### src/rtl/pgwalk_pkg.sv
package pgwalk_pkg;

  typedef enum logic [2:0] {
    S_IDLE,
    S_RD_PDE,
    S_RD_PTE,
    S_CHECK,
    S_WR_PDE,
    S_WR_PTE,
    S_DONE,
    S_FAULT
  } walk_st_t;

  // Entry flag positions shared by both table levels
  localparam int BIT_P  = 0;
  localparam int BIT_RW = 1;
  localparam int BIT_US = 2;
  localparam int BIT_A  = 5;
  localparam int BIT_D  = 6;

  // Permission index layout: {wp, comb_user, comb_writable, user, write}
  localparam int PIDX_W = 5;

  function automatic logic [(1<<PIDX_W)-1:0] build_allow();
    logic [(1<<PIDX_W)-1:0] t;
    for (int i = 0; i < (1 << PIDX_W); i++) begin
      logic wr, us, pw, pu, wp;
      wr = i[0];
      us = i[1];
      pw = i[2];
      pu = i[3];
      wp = i[4];
      if (us) t[i] = pu & (~wr | pw);
      else    t[i] = ~wr | pw | ~wp;
    end
    return t;
  endfunction

endpackage

### src/rtl/pgwalk_perm.sv
module pgwalk_perm
  import pgwalk_pkg::*;
(
  input  logic is_write,
  input  logic is_user,
  input  logic comb_rw,
  input  logic comb_us,
  input  logic wp,
  output logic allow
);
  localparam logic [(1<<PIDX_W)-1:0] ALLOW_TBL = build_allow();

  logic [PIDX_W-1:0] idx;

  always_comb begin
    idx   = {wp, comb_us, comb_rw, is_user, is_write};
    allow = ALLOW_TBL[idx];
  end
endmodule

### src/rtl/pgwalk_addr.sv
module pgwalk_addr #(
  parameter int ADDR_W = 32,
  parameter int OFFS_W = 12
) (
  input  logic [ADDR_W-1:0] base,
  input  logic [ADDR_W-1:0] lin,
  input  logic [ADDR_W-1:0] dir_ent,
  input  logic [ADDR_W-1:0] tbl_ent,
  output logic [ADDR_W-1:0] dir_addr,
  output logic [ADDR_W-1:0] tbl_addr,
  output logic [ADDR_W-1:0] phys
);
  localparam int IDX_W = (ADDR_W - OFFS_W) / 2;
  localparam int ENT_B = OFFS_W - IDX_W;

  always_comb begin
    dir_addr = {base[ADDR_W-1:OFFS_W], lin[ADDR_W-1 -: IDX_W], {ENT_B{1'b0}}};
    tbl_addr = {dir_ent[ADDR_W-1:OFFS_W], lin[OFFS_W+IDX_W-1:OFFS_W], {ENT_B{1'b0}}};
    phys     = {tbl_ent[ADDR_W-1:OFFS_W], lin[OFFS_W-1:0]};
  end
endmodule

### src/rtl/pgwalk_top.sv
module pgwalk_top
  import pgwalk_pkg::*;
#(
  parameter int ADDR_W = 32,
  parameter int OFFS_W = 12,
  parameter int CODE_W = 3
) (
  input  logic              clk,
  input  logic              rst,
  input  logic [ADDR_W-1:0] dir_base,
  input  logic              wp_en,
  input  logic              req_valid,
  output logic              req_ready,
  input  logic [ADDR_W-1:0] req_laddr,
  input  logic              req_write,
  input  logic              req_user,
  input  logic              req_fetch,
  output logic              mem_req,
  output logic              mem_we,
  output logic [ADDR_W-1:0] mem_addr,
  output logic [ADDR_W-1:0] mem_wdata,
  input  logic [ADDR_W-1:0] mem_rdata,
  input  logic              mem_ack,
  output logic              done,
  output logic [ADDR_W-1:0] paddr,
  output logic              fault,
  output logic [ADDR_W-1:0] fault_addr,
  output logic [CODE_W-1:0] fault_code
);

  walk_st_t          st;
  logic [ADDR_W-1:0] laddr_q, base_q, pde_q, pte_q;
  logic              wr_q, usr_q, wp_q;

  logic [ADDR_W-1:0] lin_sel, base_sel;
  logic [ADDR_W-1:0] dir_addr, tbl_addr, phys;
  logic              allow;
  logic              pte_upd;
  logic [ADDR_W-1:0] pte_new;

  always_comb begin
    lin_sel  = (st == S_IDLE) ? req_laddr : laddr_q;
    base_sel = (st == S_IDLE) ? dir_base  : base_q;
    pte_upd  = ~pte_q[BIT_A] | (wr_q & ~pte_q[BIT_D]);
    pte_new  = pte_q;
    pte_new[BIT_A] = 1'b1;
    if (wr_q) pte_new[BIT_D] = 1'b1;
  end

  pgwalk_addr #(.ADDR_W(ADDR_W), .OFFS_W(OFFS_W)) u_addr (
    .base    (base_sel),
    .lin     (lin_sel),
    .dir_ent (mem_rdata),
    .tbl_ent (pte_q),
    .dir_addr(dir_addr),
    .tbl_addr(tbl_addr),
    .phys    (phys)
  );

  pgwalk_perm u_perm (
    .is_write(wr_q),
    .is_user (usr_q),
    .comb_rw (pde_q[BIT_RW] & pte_q[BIT_RW]),
    .comb_us (pde_q[BIT_US] & pte_q[BIT_US]),
    .wp      (wp_q),
    .allow   (allow)
  );

  assign req_ready = (st == S_IDLE);
  assign done      = (st == S_DONE);
  assign fault     = (st == S_FAULT);

  always_ff @(posedge clk) begin
    if (rst) begin
      st         <= S_IDLE;
      laddr_q    <= '0;
      base_q     <= '0;
      pde_q      <= '0;
      pte_q      <= '0;
      wr_q       <= 1'b0;
      usr_q      <= 1'b0;
      wp_q       <= 1'b0;
      mem_req    <= 1'b0;
      mem_we     <= 1'b0;
      mem_addr   <= '0;
      mem_wdata  <= '0;
      paddr      <= '0;
      fault_addr <= '0;
      fault_code <= '0;
    end else begin
      case (st)
        S_IDLE: begin
          if (req_valid) begin
            laddr_q  <= req_laddr;
            base_q   <= dir_base;
            wr_q     <= req_write & ~req_fetch;
            usr_q    <= req_user;
            wp_q     <= wp_en;
            mem_req  <= 1'b1;
            mem_we   <= 1'b0;
            mem_addr <= dir_addr;
            st       <= S_RD_PDE;
          end
        end
        S_RD_PDE: begin
          if (mem_ack) begin
            mem_req <= 1'b0;
            pde_q   <= mem_rdata;
            if (!mem_rdata[BIT_P]) begin
              fault_addr <= laddr_q;
              fault_code <= {usr_q, wr_q, 1'b0};
              st         <= S_FAULT;
            end else begin
              mem_req  <= 1'b1;
              mem_addr <= tbl_addr;
              st       <= S_RD_PTE;
            end
          end
        end
        S_RD_PTE: begin
          if (mem_ack) begin
            mem_req <= 1'b0;
            pte_q   <= mem_rdata;
            if (!mem_rdata[BIT_P]) begin
              fault_addr <= laddr_q;
              fault_code <= {usr_q, wr_q, 1'b0};
              st         <= S_FAULT;
            end else begin
              st <= S_CHECK;
            end
          end
        end
        S_CHECK: begin
          if (!allow) begin
            fault_addr <= laddr_q;
            fault_code <= {usr_q, wr_q, 1'b1};
            st         <= S_FAULT;
          end else if (!pde_q[BIT_A]) begin
            mem_req          <= 1'b1;
            mem_we           <= 1'b1;
            mem_addr         <= dir_addr;
            mem_wdata        <= pde_q | (ADDR_W'(1) << BIT_A);
            pde_q[BIT_A]     <= 1'b1;
            st               <= S_WR_PDE;
          end else if (pte_upd) begin
            mem_req   <= 1'b1;
            mem_we    <= 1'b1;
            mem_addr  <= {pde_q[ADDR_W-1:OFFS_W], {OFFS_W{1'b0}}} | (tbl_addr & ADDR_W'((1 << OFFS_W) - 1));
            mem_wdata <= pte_new;
            st        <= S_WR_PTE;
          end else begin
            paddr <= phys;
            st    <= S_DONE;
          end
        end
        S_WR_PDE: begin
          if (mem_ack) begin
            mem_req <= 1'b0;
            mem_we  <= 1'b0;
            if (pte_upd) begin
              mem_req   <= 1'b1;
              mem_we    <= 1'b1;
              mem_addr  <= {pde_q[ADDR_W-1:OFFS_W], {OFFS_W{1'b0}}} | (tbl_addr & ADDR_W'((1 << OFFS_W) - 1));
              mem_wdata <= pte_new;
              st        <= S_WR_PTE;
            end else begin
              paddr <= phys;
              st    <= S_DONE;
            end
          end
        end
        S_WR_PTE: begin
          if (mem_ack) begin
            mem_req <= 1'b0;
            mem_we  <= 1'b0;
            pte_q   <= pte_new;
            paddr   <= phys;
            st      <= S_DONE;
          end
        end
        S_DONE:  st <= S_IDLE;
        S_FAULT: st <= S_IDLE;
        default: st <= S_IDLE;
      endcase
    end
  end


  mem_hold_chk: assert property (@(posedge clk) disable iff (rst)
    (mem_req && !mem_ack) |=> (mem_req && $stable(mem_addr) && $stable(mem_we) && $stable(mem_wdata)));


  strobe_excl_chk: assert property (@(posedge clk) disable iff (rst)
    !(done && fault));


  done_pulse_chk: assert property (@(posedge clk) disable iff (rst)
    done |=> !done);


  fault_pulse_chk: assert property (@(posedge clk) disable iff (rst)
    fault |=> !fault);


  accept_chk: assert property (@(posedge clk) disable iff (rst)
    (req_valid && req_ready) |=> !req_ready);


  fault_nowrite_chk: assert property (@(posedge clk) disable iff (rst)
    (mem_we && mem_req) |-> !fault);


  dir_np_chk: assert property (@(posedge clk) disable iff (rst)
    (st == S_RD_PDE && mem_ack && !mem_rdata[BIT_P]) |=> (fault && !fault_code[0]));


  user_perm_chk: assert property (@(posedge clk) disable iff (rst)
    (st == S_CHECK && usr_q && !(pde_q[BIT_US] && pte_q[BIT_US])) |=> (fault && fault_code[0]));

endmodule

### config.mk
export PLATFORM = sky130hd
export DESIGN_NAME = pgwalk_top
export DESIGN_NICKNAME = d
export VERILOG_FILES = /design/src/rtl/pgwalk_pkg.sv /design/src/rtl/pgwalk_perm.sv /design/src/rtl/pgwalk_addr.sv /design/src/rtl/pgwalk_top.sv
export SDC_FILE = /design/constraint.sdc
export NUM_CORES = 1
export LEC_CHECK = 0
export BUFFER_PORTS_ARGS = -buffer_cell sky130_fd_sc_hd__buf_4
export CORE_UTILIZATION = 59
export DETAILED_ROUTE_END_ITERATION = 7
export MAX_ROUTING_LAYER = met4
export PLACE_DENSITY = 0.95
export SLEW_MARGIN = 40
export SYNTH_ARGS = -nofsm -noshare
export SYNTH_HDL_FRONTEND = slang
export SYNTH_SLANG_ARGS = --single-unit
### constraint.sdc
create_clock -name clk -period 6.45 [get_ports clk]
set_clock_uncertainty 0.15 [all_clocks]
set_input_delay 0.9675 -clock clk [delete_from_list [all_inputs] [get_ports clk]]
set_output_delay 0.9675 -clock clk [all_outputs]
set_load 0.02 [all_outputs]
==> results.py <==
metrics = {
    "clocking": {
        "clk_latency_ns": 0.53,
        "cts_tree": "done",
        "cts_buffers": 26,
        "cts.clk_slew.worst_paths_ns": 0.06,
        "holdBufCountCts": 0,
        "cts_resized": 0,
        "cts_max_path_buffers": 3,
        "clock_sinks": 255,
        "cts_setup_buffers": 0,
        "root_buffer": "clkbuf_16",
        "htree_num_levels": 1,
    },
    "grt": {
        "use_met1_pct": 42.3,
        "grtUsageMet2_pct": 56.2,
        "met3_usage_pct": 6.87,
        "grt_usage_pct": 35.0,
        "grt_pass1_vias": 10300,
        "grt_max_degree": 92,
        "busiest_layer": "met2",
        "overflow": 0,
        "antenna_found_initial": 0,
        "grt_pass1_wl_microns": 53200,
    },
    "outcome": {
        "status": "finished, violations left",
        "violations": "DRC",
    },
    "timing": {
        "hold_viol": 0,
        "fin_crit_sh_pct": 56.9,
        "fin_crit_ns": 3.67,
        "rsz0062_at_grt": "false",
        "max_slew_margin_pct": 47.1,
        "holdWs_ns": 0.308,
        "tightest_slew_ns": 0.791,
        "setup_viol": 0,
        "fin_ws_ns": 2.78,
        "fin_tns_setup_ns": 0,
        "finalMaxSlewViolations": 0,
        "max_freq_mhz": 272,
    },
    "worst_setup_path": {
        "cp.arrival_ns": 3.95,
        "crit_required_ns": 6.73,
        "end_kind": "flip-flop",
        "startpoint_type": "flip-flop",
        "critPathKind": "reg -> reg",
        "critPathMaxFanout": 67,
    },
    "hold_path": {
        "worstHoldPathType": "reg -> reg",
    },
    "place": {
        "place_ws_ns": 2.79,
        "post-dp-hpwl_microns": 20800,
        "port_buffers": 227,
        "dp.cells": 1646,
        "post_dp_cell_area_sq_mm": 0.0128,
        "routabilityCongestion": 0.884,
    },
    "detailed_routing": {
        "via_per_inst": 6.41,
        "ant_nets": 0,
        "avgRoutedWirePerCell_microns": 20.0,
        "drtIter0Drc": 1176,
        "wl_microns": 33900,
        "drc": 13,
        "routed-via-count": 10900,
        "firstDrtPassIters": 8,
    },
    "synth": {
        "synthesis.area_sq_mm": 0.0111,
        "synthTopCellsByArea": "dfxtp_1 46%, a21oi_1 8.1%, nand2_1 7.4%",
        "syn_nets": 1397,
        "netlist_instances": 1293,
        "yosys_warnings": 0,
        "synth_seq_cells": 255,
        "synth_enable_flop_cells": 0,
        "yosysTopAreaCell": "dfxtp_1",
        "synth_top_area_share_pct": 46.1,
        "async_flop_share_pct": 0,
        "avgSynthCellArea_sq_um": 8.56,
        "yosysUniqueCellTypes": 54,
        "ys_seq_area_share_pct": 46.1,
        "synth_flop_cell": "dfxtp_1",
    },
    "power": {
        "switchingPower_mw": 1.50,
        "sw_frac_of_total_pct": 32.5,
        "power.density_mw_per_mm2": 339,
        "intPower_mw": 3.12,
        "comb_power_share_pct": 26.2,
        "pwr-share-clk_pct": 33.5,
        "p_leak_nw": 5.35,
        "p_total_mw": 4.62,
        "pwr-share-seq_pct": 40.3,
        "vdd_drop_max_mv": 0.207,
    },
    "layout": {
        "final_cell_mix": "252 x dfxtp_1, 239 x buf_4, 219 x nand2_1",
        "nets": 1549,
        "fin_area_sq_mm": 0.0136,
        "diodes": 0,
        "layout_commonest_cell": "dfxtp_1",
        "finish.utilization_pct": 75.2,
        "syn_to_final_growth_pct": 23.2,
        "final_layout_size_suffix_gt1_share_pct": 24.8,
        "fin_cells": 1694,
    },
    "floorplanning": {
        "core_area_sq_mm": 0.0181,
        "fp.dieH_microns": 139,
        "dieWidth_microns": 139,
        "std_cell_rows": 49,
        "boundaryPins": 240,
        "fp.dieArea_sq_mm": 0.0193,
        "initial_core_util_pct": 61.0,
    },
    "flow_run": {
        "cap_violations": 0,
    },
}
[kinds of logic (layout without fill, tap and decap cells)]
family / after synthesis / count (layout) / synth area share [%]
mux: 81 / 81 / 7.44
flops: 255 / 255 / 46.1
simple gates: 412 / 412 / 16.9
compound gates: 397 / 397 / 23.6
buf+inv: 148 / 320 / 6.02
[layout make-up]
type | instances | area [sq um]
flip-flops and latches | 255 | 5110
clock inverters | 7 | 85.1
fillers | 1210 | 4500
repair buffers | 245 | 1890
well taps | 229 | 287
inverters | 27 | 101
multi-input cells | 890 | 5370
clock buffers | 41 | 798
[cell usage after synthesis, types with 2 or more instances]
master,number
a211oi_1,37
a211oi_2,7
a21oi_1,180
a221oi_1,41
a22o_1,2
a22oi_1,30
and3_1,3
buf_1,5
buf_2,17
buf_4,8
buf_6,8
clkbuf_1,83
dfxtp_1,255
inv_1,27
mux2_2,10
mux2i_1,71
nand2_1,219
nand2b_1,8
nand3_1,31
nand3b_1,12
nor2_1,91
nor2b_1,4
nor3_1,6
nor3b_1,3
o211ai_1,10
o21ai_0,43
o221a_2,12
o32ai_1,20
or3b_2,24
or4b_4,2
[power by group through the flow]
| stage | combinational (mW) | clock, mW | sequential [mW] |
|---|---|---|---|
| final | 1.21 | 1.55 | 1.86 |
| after global routing | 1.29 | 1.62 | 1.88 |
| after CTS | 1.19 | 1.54 | 1.85 |
| after detailed placement | 1.18 | 0 | 1.88 |
| after global placement | 1.11 | 0 | 1.88 |
| after floorplan | 0.722 | 0 | 1.94 |
[routing by layer]
metal  share of wire (%)  vias up
met4                 4.5        0
met3                 9.7      129
met1                  38     5167
li1                    -     4908
met5                   0        -
met2                  48      651
[critical path, cell delays in order, from the launching register on]
cell and delay [ns]:
dfxtp_2 0.32, buf_4 0.57, nor2_1 0.24, a21oi_4 0.19, buf_4 0.55, o22a_2 0.61
buf_4 0.51, nor2_1 0.13, a211oi_1 0.26
[registers in the layout, indices dropped and copies added (netlist names), 3 cells and up]
signal      flops
fault_addr     32
laddr_q        32
mem_addr       32
mem_wdata      32
paddr          32
pde_q          32
pte_q          32
base_q         20
fault_code      3
st              3
[final timing paths]
kind / slack [ns] / cells after the start / end / startpoint
hold / removal: 0.31 / 2 / pde_q[7]$_SDFFE_PP0P_ / pde_q[7]$_SDFFE_PP0P_
hold reg to reg: 0.31 / 2 / pde_q[7]$_SDFFE_PP0P_ / pde_q[7]$_SDFFE_PP0P_
setup / recovery: 2.78 / 8 / mem_wdata[11]$_SDFFE_PP0P_ / st[0]$_SDFFE_PP0P_
setup reg to reg: 2.78 / 8 / mem_wdata[11]$_SDFFE_PP0P_ / st[0]$_SDFFE_PP0P_
Note: power is estimated with default switching activity, not from simulation.
